--- config.mk ---
export PLATFORM = sky130hd
export DESIGN_NAME = erase_sequencer
export DESIGN_NICKNAME = d
export VERILOG_FILES = /design/src/rtl/erase_seq_pkg.sv /design/src/rtl/erase_step_plan.sv /design/src/rtl/erase_byte_mux.sv /design/src/rtl/erase_sequencer.sv
export SDC_FILE = /design/constraint.sdc
export NUM_CORES = 1
export LEC_CHECK = 0
export CAP_MARGIN = 10
export CELL_PAD_IN_SITES_DETAIL_PLACEMENT = 1
export CELL_PAD_IN_SITES_GLOBAL_PLACEMENT = 2
export CORE_MARGIN = 4
export CORE_UTILIZATION = 39
export DETAILED_ROUTE_END_ITERATION = 16
export HOLD_SLACK_MARGIN = 0.1
export MAX_ROUTING_LAYER = met4
export PLACE_DENSITY = 0.92
export SLEW_MARGIN = 20
export SYNTH_ARGS = -nofsm -noshare
export SYNTH_HDL_FRONTEND = slang
export SYNTH_HIERARCHICAL = 1
export SYNTH_SLANG_ARGS = --single-unit
--- constraint.sdc ---
create_clock -name clk -period 4.1 [get_ports clk]
set_input_delay 1.025 -clock clk [delete_from_list [all_inputs] [get_ports clk]]
set_output_delay 1.025 -clock clk [all_outputs]
set_load 0.02 [all_outputs]
--- src/rtl/erase_seq_pkg.sv ---
package erase_seq_pkg;

    typedef enum logic [2:0] {
        ST_IDLE,
        ST_PLAN,
        ST_CMD,
        ST_GAP,
        ST_POLL
    } seq_state_e;

    localparam logic [7:0] OP_PAGE_ERASE  = 8'h81;
    localparam logic [7:0] OP_BLOCK_ERASE = 8'h50;
    localparam logic [7:0] OP_STATUS      = 8'hD7;

    localparam int BLOCK_PAGES = 8;

    localparam logic [1:0] ERR_NONE  = 2'd0;
    localparam logic [1:0] ERR_ALIGN = 2'd1;
    localparam logic [1:0] ERR_TMO   = 2'd2;

endpackage

--- src/rtl/erase_step_plan.sv ---
module erase_step_plan
    import erase_seq_pkg::*;
#(
    parameter int PAGE_W  = 16,
    parameter int CNT_W   = 16,
    parameter int SHIFT_W = 4
) (
    input  logic [PAGE_W-1:0]  page,
    input  logic [CNT_W-1:0]   remaining,
    input  logic [SHIFT_W-1:0] shift,
    output logic [7:0]         opcode,
    output logic [15:0]        addr_hi,
    output logic [CNT_W-1:0]   step
);
    localparam int SUM_W  = PAGE_W + (1 << SHIFT_W);
    localparam int WIDE_W = (SUM_W > 24) ? SUM_W : 24;

    logic use_block;

    // block erase only on an eight-page boundary with a full block left
    assign use_block = (page[2:0] == 3'd0) && (remaining >= CNT_W'(BLOCK_PAGES));
    assign opcode    = use_block ? OP_BLOCK_ERASE : OP_PAGE_ERASE;
    assign step      = use_block ? CNT_W'(BLOCK_PAGES) : CNT_W'(1);
    // address bits [23:8]; bit 7..0 of the frame is always zero
    assign addr_hi   = 16'((WIDE_W'(page) << shift) >> 8);

endmodule

--- src/rtl/erase_byte_mux.sv ---
module erase_byte_mux
    import erase_seq_pkg::*;
(
    input  logic        poll_phase,
    input  logic [1:0]  idx,
    input  logic [7:0]  opcode,
    input  logic [15:0] addr_hi,
    output logic [7:0]  tx_byte
);
    always_comb begin
        if (poll_phase) begin
            tx_byte = (idx == 2'd0) ? OP_STATUS : 8'h00;
        end else begin
            unique case (idx)
                2'd0:    tx_byte = opcode;
                2'd1:    tx_byte = addr_hi[15:8];
                2'd2:    tx_byte = addr_hi[7:0];
                default: tx_byte = 8'h00;
            endcase
        end
    end
endmodule

--- src/rtl/erase_sequencer.sv ---
module erase_sequencer
    import erase_seq_pkg::*;
#(
    parameter int PAGE_W     = 16,
    parameter int CNT_W      = 16,
    parameter int REM_W      = 11,
    parameter int SHIFT_W    = 4,
    parameter int GAP_W      = 8,
    parameter int TMO_CYCLES = 1000000
) (
    input  logic               clk,
    input  logic               rst_n,
    input  logic               start,
    input  logic [PAGE_W-1:0]  start_page,
    input  logic [REM_W-1:0]   start_rem,
    input  logic [CNT_W-1:0]   page_count,
    input  logic [REM_W-1:0]   len_rem,
    input  logic [SHIFT_W-1:0] page_shift,
    input  logic [GAP_W-1:0]   poll_gap,
    output logic               busy,
    output logic               done,
    output logic [1:0]         err,
    output logic               spi_cs_n,
    output logic               spi_req,
    output logic [7:0]         spi_tx,
    input  logic               spi_ack,
    input  logic [7:0]         spi_rx
);
    localparam int TMO_W = $clog2(TMO_CYCLES + 1);
    localparam logic [TMO_W-1:0] TMO_LIMIT = TMO_W'(TMO_CYCLES);

    typedef struct packed {
        seq_state_e         state;
        logic [PAGE_W-1:0]  page;
        logic [CNT_W-1:0]   remaining;
        logic [SHIFT_W-1:0] shift;
        logic [GAP_W-1:0]   gap_len;
        logic [GAP_W-1:0]   gap;
        logic [TMO_W-1:0]   tmo;
        logic [1:0]         idx;
        logic [7:0]         opcode;
        logic [15:0]        addr_hi;
        logic [CNT_W-1:0]   step;
        logic               done;
        logic [1:0]         err;
    } seq_regs_t;

    seq_regs_t q, d;

    logic [7:0]       plan_op;
    logic [15:0]      plan_addr;
    logic [CNT_W-1:0] plan_step;
    logic             frame_on;
    logic             rx_low_unused;

    assign rx_low_unused = ^spi_rx[6:0];

    erase_step_plan #(
        .PAGE_W (PAGE_W),
        .CNT_W  (CNT_W),
        .SHIFT_W(SHIFT_W)
    ) u_plan (
        .page     (q.page),
        .remaining(q.remaining),
        .shift    (q.shift),
        .opcode   (plan_op),
        .addr_hi  (plan_addr),
        .step     (plan_step)
    );

    erase_byte_mux u_mux (
        .poll_phase(q.state == ST_POLL),
        .idx       (q.idx),
        .opcode    (q.opcode),
        .addr_hi   (q.addr_hi),
        .tx_byte   (spi_tx)
    );

    assign frame_on = (q.state == ST_CMD) || (q.state == ST_POLL);
    assign spi_cs_n = !frame_on;
    assign spi_req  = frame_on;
    assign busy     = (q.state != ST_IDLE);
    assign done     = q.done;
    assign err      = q.err;

    always_comb begin
        d      = q;
        d.done = 1'b0;
        unique case (q.state)
            ST_IDLE: begin
                if (start) begin
                    if ((start_rem != '0) || (len_rem != '0)) begin
                        d.done = 1'b1;
                        d.err  = ERR_ALIGN;
                    end else if (page_count == '0) begin
                        d.done = 1'b1;
                        d.err  = ERR_NONE;
                    end else begin
                        d.err       = ERR_NONE;
                        d.page      = start_page;
                        d.remaining = page_count;
                        d.shift     = page_shift;
                        d.gap_len   = poll_gap;
                        d.state     = ST_PLAN;
                    end
                end
            end
            ST_PLAN: begin
                d.opcode  = plan_op;
                d.addr_hi = plan_addr;
                d.step    = plan_step;
                d.idx     = 2'd0;
                d.state   = ST_CMD;
            end
            ST_CMD: begin
                if (spi_ack) begin
                    d.idx = q.idx + 2'd1;
                    if (q.idx == 2'd3) begin
                        d.state = ST_GAP;
                        d.gap   = q.gap_len;
                        d.tmo   = '0;
                    end
                end
            end
            ST_GAP: begin
                if (q.tmo < TMO_LIMIT) d.tmo = q.tmo + 1'b1;
                if (q.gap == '0) begin
                    d.state = ST_POLL;
                    d.idx   = 2'd0;
                end else begin
                    d.gap = q.gap - 1'b1;
                end
            end
            ST_POLL: begin
                if (q.tmo < TMO_LIMIT) d.tmo = q.tmo + 1'b1;
                if (spi_ack) begin
                    if (q.idx == 2'd0) begin
                        d.idx = 2'd1;
                    end else if (spi_rx[7]) begin
                        d.page      = q.page + PAGE_W'(q.step);
                        d.remaining = q.remaining - q.step;
                        if (q.remaining == q.step) begin
                            d.state = ST_IDLE;
                            d.done  = 1'b1;
                            d.err   = ERR_NONE;
                        end else begin
                            d.state = ST_PLAN;
                        end
                    end else if (q.tmo >= TMO_LIMIT) begin
                        d.state = ST_IDLE;
                        d.done  = 1'b1;
                        d.err   = ERR_TMO;
                    end else begin
                        d.state = ST_GAP;
                        d.gap   = q.gap_len;
                    end
                end
            end
            default: d.state = ST_IDLE;
        endcase
    end

    always_ff @(posedge clk or negedge rst_n) begin
        if (!rst_n) q <= '0;
        else        q <= d;
    end

    // a byte request only inside an open frame
    assert_req_in_frame_R9: assert property (@(posedge clk) disable iff (!rst_n)
        spi_req |-> !spi_cs_n);

    // done never lasts two cycles
    assert_done_single_R8: assert property (@(posedge clk) disable iff (!rst_n)
        done |=> !done);

    // a misaligned request ends at once with no frame
    assert_misalign_quiet_R1: assert property (@(posedge clk) disable iff (!rst_n)
        (start && !busy && ((start_rem != '0) || (len_rem != '0)))
        |=> (done && err == ERR_ALIGN && spi_cs_n && !busy));

    // an empty aligned request ends at once with no frame
    assert_empty_quiet_R2: assert property (@(posedge clk) disable iff (!rst_n)
        (start && !busy && start_rem == '0 && len_rem == '0 && page_count == '0)
        |=> (done && err == ERR_NONE && spi_cs_n && !busy));

    // chip select released right after the last erase byte
    assert_release_after_cmd_R6: assert property (@(posedge clk) disable iff (!rst_n)
        (q.state == ST_CMD && spi_ack && q.idx == 2'd3) |=> spi_cs_n);

    // a timeout report follows a not-ready status byte
    assert_tmo_not_ready_R7: assert property (@(posedge clk) disable iff (!rst_n)
        (done && err == ERR_TMO) |-> !$past(spi_rx[7]));

endmodule

Word level (Yosys, flattened, before mapping)
Cells that the tools add are included. W data, S select, Z words.

Register bits after elaboration: 120. Input bits: 78. Logic and storage cells: 110.

Add/sub/neg operators: 5. Order comparisons: 3. Equality and inequality tests: 23. Shifts and indexed selects: 1. Multiplexer cells: 41. Bitwise logic cells: 2. Reduce and logical (&&, ||, !) cells: 22.

Operators with widths (count): $mux W47 (3); $pmux W28 S3 (1); $mux W35 (2); $mux W8 (8); $pmux W32 S2 (1); $mux W3 (11); $mux W32 (1); $mux W30 (1); $mux W28 (1); $ne A2 B2 Y1 const B (12); $pmux W8 S3 (1); $shl A16 B4 Y24 (1); $reduce_bool A11 Y1 (2); $add A20 B1 Y20 const B (1); $ge A20 B20 Y1 const B (1); $lt A20 B20 Y1 const B (1); $mux W20 (1); $add A16 B16 Y16 (1); $eq A16 B16 Y1 (1); $ge A16 B4 Y1 const B (1); $logic_not A16 Y1 (1); $reduce_and A8 Y1 (2); $sub A16 B16 Y16 (1); $pmux W3 S5 (1); 29 further kinds (40).

Logic depth before layout (Yosys ltp)
Gate-level depths: netlist of the first run.

Depth in word-level cells: 6. Mapped depth: 10. Depth with buffers taken out: 10.

By module
The synthesis of the first run kept the hierarchy.

Modules (own cells, without submodules): erase_sequencer (instances 1, cells each 778, area each 7109.3 um2, sequential area each 3002.9 um2); erase_step_plan (instances 1, cells each 131, area each 1094.8 um2, sequential area each 0.0 um2); erase_byte_mux (instances 1, cells each 30, area each 182.7 um2, sequential area each 0.0 um2).

Worst setup path after synthesis of the first run
OpenSTA, ideal clock, no wires.

Path type: reg-to-output. Start: register q[118] (netlist name). End: output port spi_tx[4]. Arrival: 1.813 ns. Setup slack: 1.262 ns. Stages on the path, launching flop included: 9. Path buffers: 3. Path through: dfrtp_1 > buf_2 > nor2_1 > nand2_1 > clkinv_1 > clkbuf_1 > clkbuf_1 > o21ai_0 > o21ai_1.

Longest elaborated chain between the ends: 2.

Ends and longest elaborated chain: start: declaration (line erase_sequencer.sv:48) `seq_regs_t q, d;`; start signal: assignment (line erase_sequencer.sv:164) `if (!rst_n) q <= '0;`; start signal: assignment (line erase_sequencer.sv:165) `else q <= d;`; $eq A3 B3 Y1 (line erase_sequencer.sv:72) `.poll_phase(q.state == ST_POLL),`; $mux W8 (line erase_byte_mux.sv:11) `if (poll_phase) begin`; end: declaration (line erase_sequencer.sv:25) `output logic [7:0] spi_tx,`.

No other way between the ends.

Worst setup path after layout of the first run
Start: register q[118] (netlist name). End: output port spi_tx[3].

The elaborated chain is that of the path after synthesis.

==> results of run 1 <==
## cells in the final DEF (no fill, tap or decap), types with 21 or more instances in the layout
master,netlist,final
o21ai_0,76,76
a21oi_1,93,93
nor2_1,84,83
nand2_1,64,64
a22oi_1,31,31
mux2_2,47,47
dfrtp_1,120,120
clkdlybuf4s50_1,0,83
ha_1,36,36
inv_1,37,37
o21ai_1,21,21
## sequential cells by signal, summed over array words and instances (netlist names)
signal,cells
q,117
err,2
done,1
## stage by stage
step / util / worst slack (ps) / std cells / hold slack, ps / instance area [um2]
2_1_floorplan: - / 1260 / 956 / 461 / 8450
3_5_place_dp: 0.443 / 357 / 1254 / 489 / 9330
4_1_cts: 0.473 / 283 / 1286 / 502 / 9970
6_report: 0.474 / 272 / 1287 / 498 / 9990
5_1_grt: 0.474 / 89.4 / 1287 / 504 / 9990
3_3_place_gp: 0.443 / 395 / 1254 / 482 / 9330
## synth_stat cells, types with 3 or more instances
library cell	number
a211oi_1	12
a21o_1	9
a21oi_1	93
a22o_1	3
a22oi_1	31
a31oi_1	11
and2_1	6
and3_1	8
and4_1	4
buf_2	15
buf_4	31
clkbuf_1	27
dfrtp_1	120
ha_1	36
inv_1	37
mux2_2	47
mux2i_1	6
mux4_2	13
nand2_1	64
nand2b_1	15
nand3_1	16
nand4_1	13
nor2_1	84
nor2b_1	11
nor3_1	10
nor4_1	14
o211ai_1	8
o21a_1	3
o21ai_0	76
o21ai_1	21
o21bai_1	3
o22ai_1	7
o31ai_1	4
or3_1	9
xnor2_1	16
xor2_1	11
## path summary, 6_finish.rpt
| check | endpoint | slack (ps) |
|---|---|---|
| setup / recovery | spi_tx[3] | 270 |
| hold / removal | q[40] | 500 |
| setup reg to reg | q[47] | 1240 |
| hold reg to reg | q[40] | 500 |
| max in group asynchronous | q[28] | 2440 |
| min in group asynchronous | q[100] | 690 |
## worst reg2reg max path: stages, from the launching register on
cell and delay [ps]:
dfrtp_1 560, nor2_1 140, nand2_1 110, clkinv_1 360, buf_4 430, nor2_1 820
o21ai_0 250, o21ai_0 120
## layout make-up
type / instances / area share
timing repair buffer: 99 / 0.0977
tap: 275 / 0.0344
clock buffer: 18 / 0.0440
clock inverter: 14 / 0.0195
inverter: 38 / 0.0143
sequential: 120 / 0.301
multi-input combinational: 723 / 0.489
## power groups by stage
stage	Clock (mW)	Sequential (mW)	Combinational [mW]
4_1_cts	1.68	1.19	0.128
3_5_place_dp	0	1.21	0.127
3_3_place_gp	0	1.21	0.125
5_1_grt	1.73	1.19	0.138
2_1_floorplan	0	1.21	0.0296
6_report	1.64	1.19	0.126
## metal layers
layer / routed length [um] / vias to the layer above / track usage
li1: - / 3500 / -
met1: 11700 / 3620 / 0.284
met2: 11100 / 133 / 0.323
met3: 760 / 27 / 0.0367
met4: 367 / 0 / 0.0551
met5: 0 / - / -
## cells by family after synthesis
family / after synthesis
buf+inv: 113
fa+ha+maj: 38
other cells: 1
compound gates: 299
simple gates: 272
xor+xnor: 27
flops: 120
mux: 69
==> results.toml, run 1 <==
[synthesis]
ys_seq_elements = 120
synth-compound-area-share = 0.213
synth.area.mux_share = 0.113
synth-simple-area-share = 0.161
synth.cell_area_um2 = 8390
async_reset_ff_frac = 1.00
synth_edf_count = 0
synth_cells = 939
ys_top_cells_by_area = "dfrtp_1, mux2_2, a21oi_1"
synth_top_family_by_area = "compound AO/OA/AOI/OAI gates"
synthFlopType = "dfrtp_1"
ys_seq_area_frac = 0.358
yosys.area.top_type_share = 0.358
yosysUniqueCellTypes = 72
avgSynthCellArea_um2 = 8.93
synth_xor_area_frac = 0.0282
synth_area_leader_cell = "dfrtp_1"
synth_warnings = 6
synth_fa_ha_area_frac = 0.0585

[critical_path]
r2r_cells = 7
timing.rr.start = "q[118]"
path_buf_inv = 2
critPathKind = "flop to primary output"
cp.arrival_ps = 2800
crit_slowest_cell = "clkdlybuf4s50_1"
cp.depth = 5
worst_setup_path_start_kind = "flop"
crit_path_start = "q[118]"
cp_cell_sequence = "nor2_1 > nand2_1 > clkinv_1 > a211oi_1 > clkdlybuf4s50_1"
critPathMaxFanout = 15
critPathTopFamily = "buffers and inverters"
worstPathRequired_ps = 3070
crit_path_end_kind = "primary output"
max_stage_delay_ps = 690

[clock_network]
hold_buffers = 0
path_clk_slew_ps = 60
tritoncts = "yes"
post-cts-setup-buffers = 0
cts_htree_levels = 4
clock_latency_ps = 430
cts_buffer_depth = 2
post_cts_resized = 0
cts-root-buf = "clkbuf_16"
clkSinkCount = 120
numCtsBuffers = 17

[floorplan]
rows = 53
die_x_um = 155
ios = 92
die_area_um2 = 23900
core_um2 = 21100
die_h_um = 155
start_util = 0.398

[sta]
rsz0062_at_grt = "false"
relSlewSlack = 0.345
fin_skew_ps = 6.77
setup_viol = 0
period_needed_ps = 3830
tightest_slew_ps = 979
fin_setup_tns_ps = 0
fmax_ghz = 0.261
slew_violations = 0
fin_crit_sh = 0.934
hold_viol = 0

[routing]
wl_um = 23900
first_pass_iters = 5
ant_nets = 0
wl_per_cell_um = 18.6
vias_per_cell = 5.66
drc_errors = 0
num_vias = 7280
drt_iter0_drc = 359

[finish]
fill_cells = 2457
drive_above_1_share = 0.122
multi_input_area_um2 = 4890
layout.nets = 1115
insertedDiodeCount = 0
seq_area_um2 = 3000
area_growth_pct = 19.1

[power_and_ir_drop]
vdd_drop_max_uv = 214
clock_power_share = 0.555
p_sw_uw = 658
powerDensity_nw_per_um2 = 295
p_leak_nw = 4.29
swShare = 0.223
p_seq_frac = 0.403
p_int_mw = 2.29
combPwrFrac = 0.043
finalPower_mw = 2.95

[global_routing]
antenna_found_initial = 0
grt.overflow.total = 0
grt_pass1_vias = 7573
track_usage = 0.208
grt_first_pass_wirelength_um = 39500
grt_max_degree = 61

[place]
port_buffers = 84
hpwl_um = 17100
routabilityCongestion = 0.890

[job]
max-cap-violations = 0

[outcome]
outcome = "finished, final reports clean"

[worst_hold_path]
worstHoldStart = "q[40]"
whs_path_depth = 1
hold_path.class = "flop to flop"
Note: power is estimated with default switching activity, not from simulation.
==> inputs of run 2 (changes only) <==
CORE_UTILIZATION = 37   (was 39)
CTS_CLUSTER_SIZE = 24   (was unset)
PLACE_DENSITY = 0.91   (was 0.92)
SYNTH_HIERARCHICAL = unset   (was 1)
==> run 2 against run 1 <==
Die area decreased by 17%. Utilization decreased by 2.2 points. Via count decreased by 15%. Cell area decreased by 22%. Clock skew about the same. Critical path type unchanged. Largest cell class unchanged. Largest power group is now sequential cells. Hold slack got worse by 9.9 ps.
==> results.toml, run 2 <==
[global_routing]
grt.overflow.total = 0
antenna_found_initial = 0
met3_usage = 0.0278
grt_busiest_layer = "met2"
use_met1 = 0.285
track_usage = 0.215
grt_pass1_vias = 6594
grt_max_degree = 63
grt_util_met2 = 0.353
grt_first_pass_wirelength_um = 34000

[clock_network]
clock_latency_ps = 350
cts_buffer_depth = 2
post-cts-setup-buffers = 0
hold_buffers = 0
numCtsBuffers = 9
cts-root-buf = "clkbuf_16"
tritoncts = "yes"
clkSinkCount = 98
cts_htree_levels = 3
post_cts_resized = 0
path_clk_slew_ps = 70

[synthesis]
avgSynthCellArea_um2 = 8.85
yosys.area.top_type_share = 0.376
ys_seq_elements = 98
ys_seq_area_frac = 0.376
synth_cells = 736
netlist_top_cells_count = "dfrtp_1, nand2_1, o21ai_0"
synth_area_leader_cell = "dfrtp_1"
ys_top_cells_by_area = "dfrtp_1, mux2i_1, o21ai_0"
yosysUniqueCellTypes = 70
async_reset_ff_frac = 1.00
synth_warnings = 0
synth_edf_count = 0
synth_nets = 828
synth.cell_area_um2 = 6520
synthFlopType = "dfrtp_1"
synth_most_common_cell = "dfrtp_1"

[routing]
ant_nets = 0
wl_per_cell_um = 20.0
num_vias = 6210
drc_errors = 0
drt_iter0_drc = 437
wl_um = 20500
vias_per_cell = 6.06
first_pass_iters = 5

[sta]
period_needed_ps = 3690
slew_violations = 0
rsz0062_at_grt = "false"
fin_setup_tns_ps = 0
hold_viol = 0
tightest_slew_ps = 966
fin_crit_sh = 0.900
fmax_ghz = 0.271
fin_skew_ps = 6.70
setup_viol = 0
relSlewSlack = 0.356

[critical_path]
crit_path_end_kind = "primary output"
worstPathRequired_ps = 3070
worst_setup_path_start_kind = "flop"
critPathMaxFanout = 22
cp.arrival_ps = 2660
r2r_cells = 7
critPathKind = "flop to primary output"

[power_and_ir_drop]
powerDensity_nw_per_um2 = 390
p_leak_nw = 2.92
vdd_drop_max_uv = 235

[floorplan]
ios = 92
core_um2 = 17300
rows = 48
die_area_um2 = 19800
start_util = 0.377
die_x_um = 141
die_h_um = 141

[place]
routabilityCongestion = 0.865
port_buffers = 84
hpwl_um = 14900

[job]
max-cap-violations = 0

[finish]
area_growth_pct = 19.9
insertedDiodeCount = 0
largest_register_ffs = 95
layout.nets = 886
final_core_util = 0.452
final_cell_mix = "dfrtp_1, clkdlybuf4s50_1, nand2_1"
final_common_cell = "dfrtp_1"
top_register = "q"
drive_above_1_share = 0.0914
fill_cells = 2019

[worst_hold_path]
whs_path_depth = 1
hold_path.class = "flop to flop"

[outcome]
outcome = "finished, final reports clean"
-- run 2: cell types whose count changed in the layout (fill, tap and decap cells not counted), sizes merged, moves of 15 or more --
cell / change
a21oi: -41
a22oi: -16
conb: -18
dfrtp: -22
ha: -22
inv: -15
mux2: -27
mux2i: +22
nand3: +24
nor2: -45
o21ai: -43
o2bb2ai: +19
-- run 2: through the flow --
stage,power [mW],cell area [um2],hold slack [ps],setup slack (ps),std cells
6_report,3.05,7820,488,410,1024
5_1_grt,3.22,7820,501,287,1024
4_1_cts,3.07,7810,487,405,1024
3_5_place_dp,2.24,7540,472,566,1008
3_3_place_gp,2.18,7540,466,655,1008
2_1_floorplan,1.83,6520,449,1290,736
-- run 2: final timing paths --
kind / slack [ps] / from / to
min in group asynchronous: 780 / rst_n / q[106]
setup / recovery: 410 / q[118] / spi_tx[4]
setup reg to reg: 1420 / q[65] / q[119]
max in group asynchronous: 2490 / rst_n / q[54]
hold reg to reg: 490 / q[29] / q[29]
hold / removal: 490 / q[29] / q[29]
-- run 2: final cells by class --
type	count	area, um2	share of cell area
clock buffer	12	246	0.0315
clock inverter	4	27.5	0.00352
inverter	25	93.8	0.0120
multi-input combinational	560	3750	0.480
sequential	98	2450	0.314
tap	225	282	0.0360
timing repair buffer	100	958	0.123
-- run 2: power by group --
part	total, mW	switching, mW	internal (mW)
combinational	0.910	0.513	0.397
clock	0.821	0.393	0.429
sequential	1.32	0.192	1.12
total	3.05	1.10	1.95
-- run 2: routing by layer --
metal,share of wire,vias to the layer above
met5,0,-
li1,-,2919
met3,0.029,14
met1,0.47,3179
met4,0.010,0
met2,0.49,98
-- run 2: kinds of logic (layout without fill, tap and decap cells) --
| family | count (synthesis) | in the layout | share of synthesized area |
|---|---|---|---|
| AND/OR/NAND/NOR | 248 | 248 | 0.197 |
| AO/OA/AOI/OAI | 240 | 240 | 0.245 |
| flip-flops | 98 | 98 | 0.376 |
| buffers and inverters | 78 | 141 | 0.0507 |
| multiplexers | 55 | 55 | 0.100 |
| adder cells (fa/ha/maj) | 14 | 14 | 0.0269 |
| XOR/XNOR | 3 | 3 | 0.00403 |
-- run 2: worst max-delay path: stages (launching register included) --
cell	delay [ps]
dfrtp_1	610
or3b_4	450
nand2_1	270
o22ai_1	320
clkdlybuf4s50_1	660
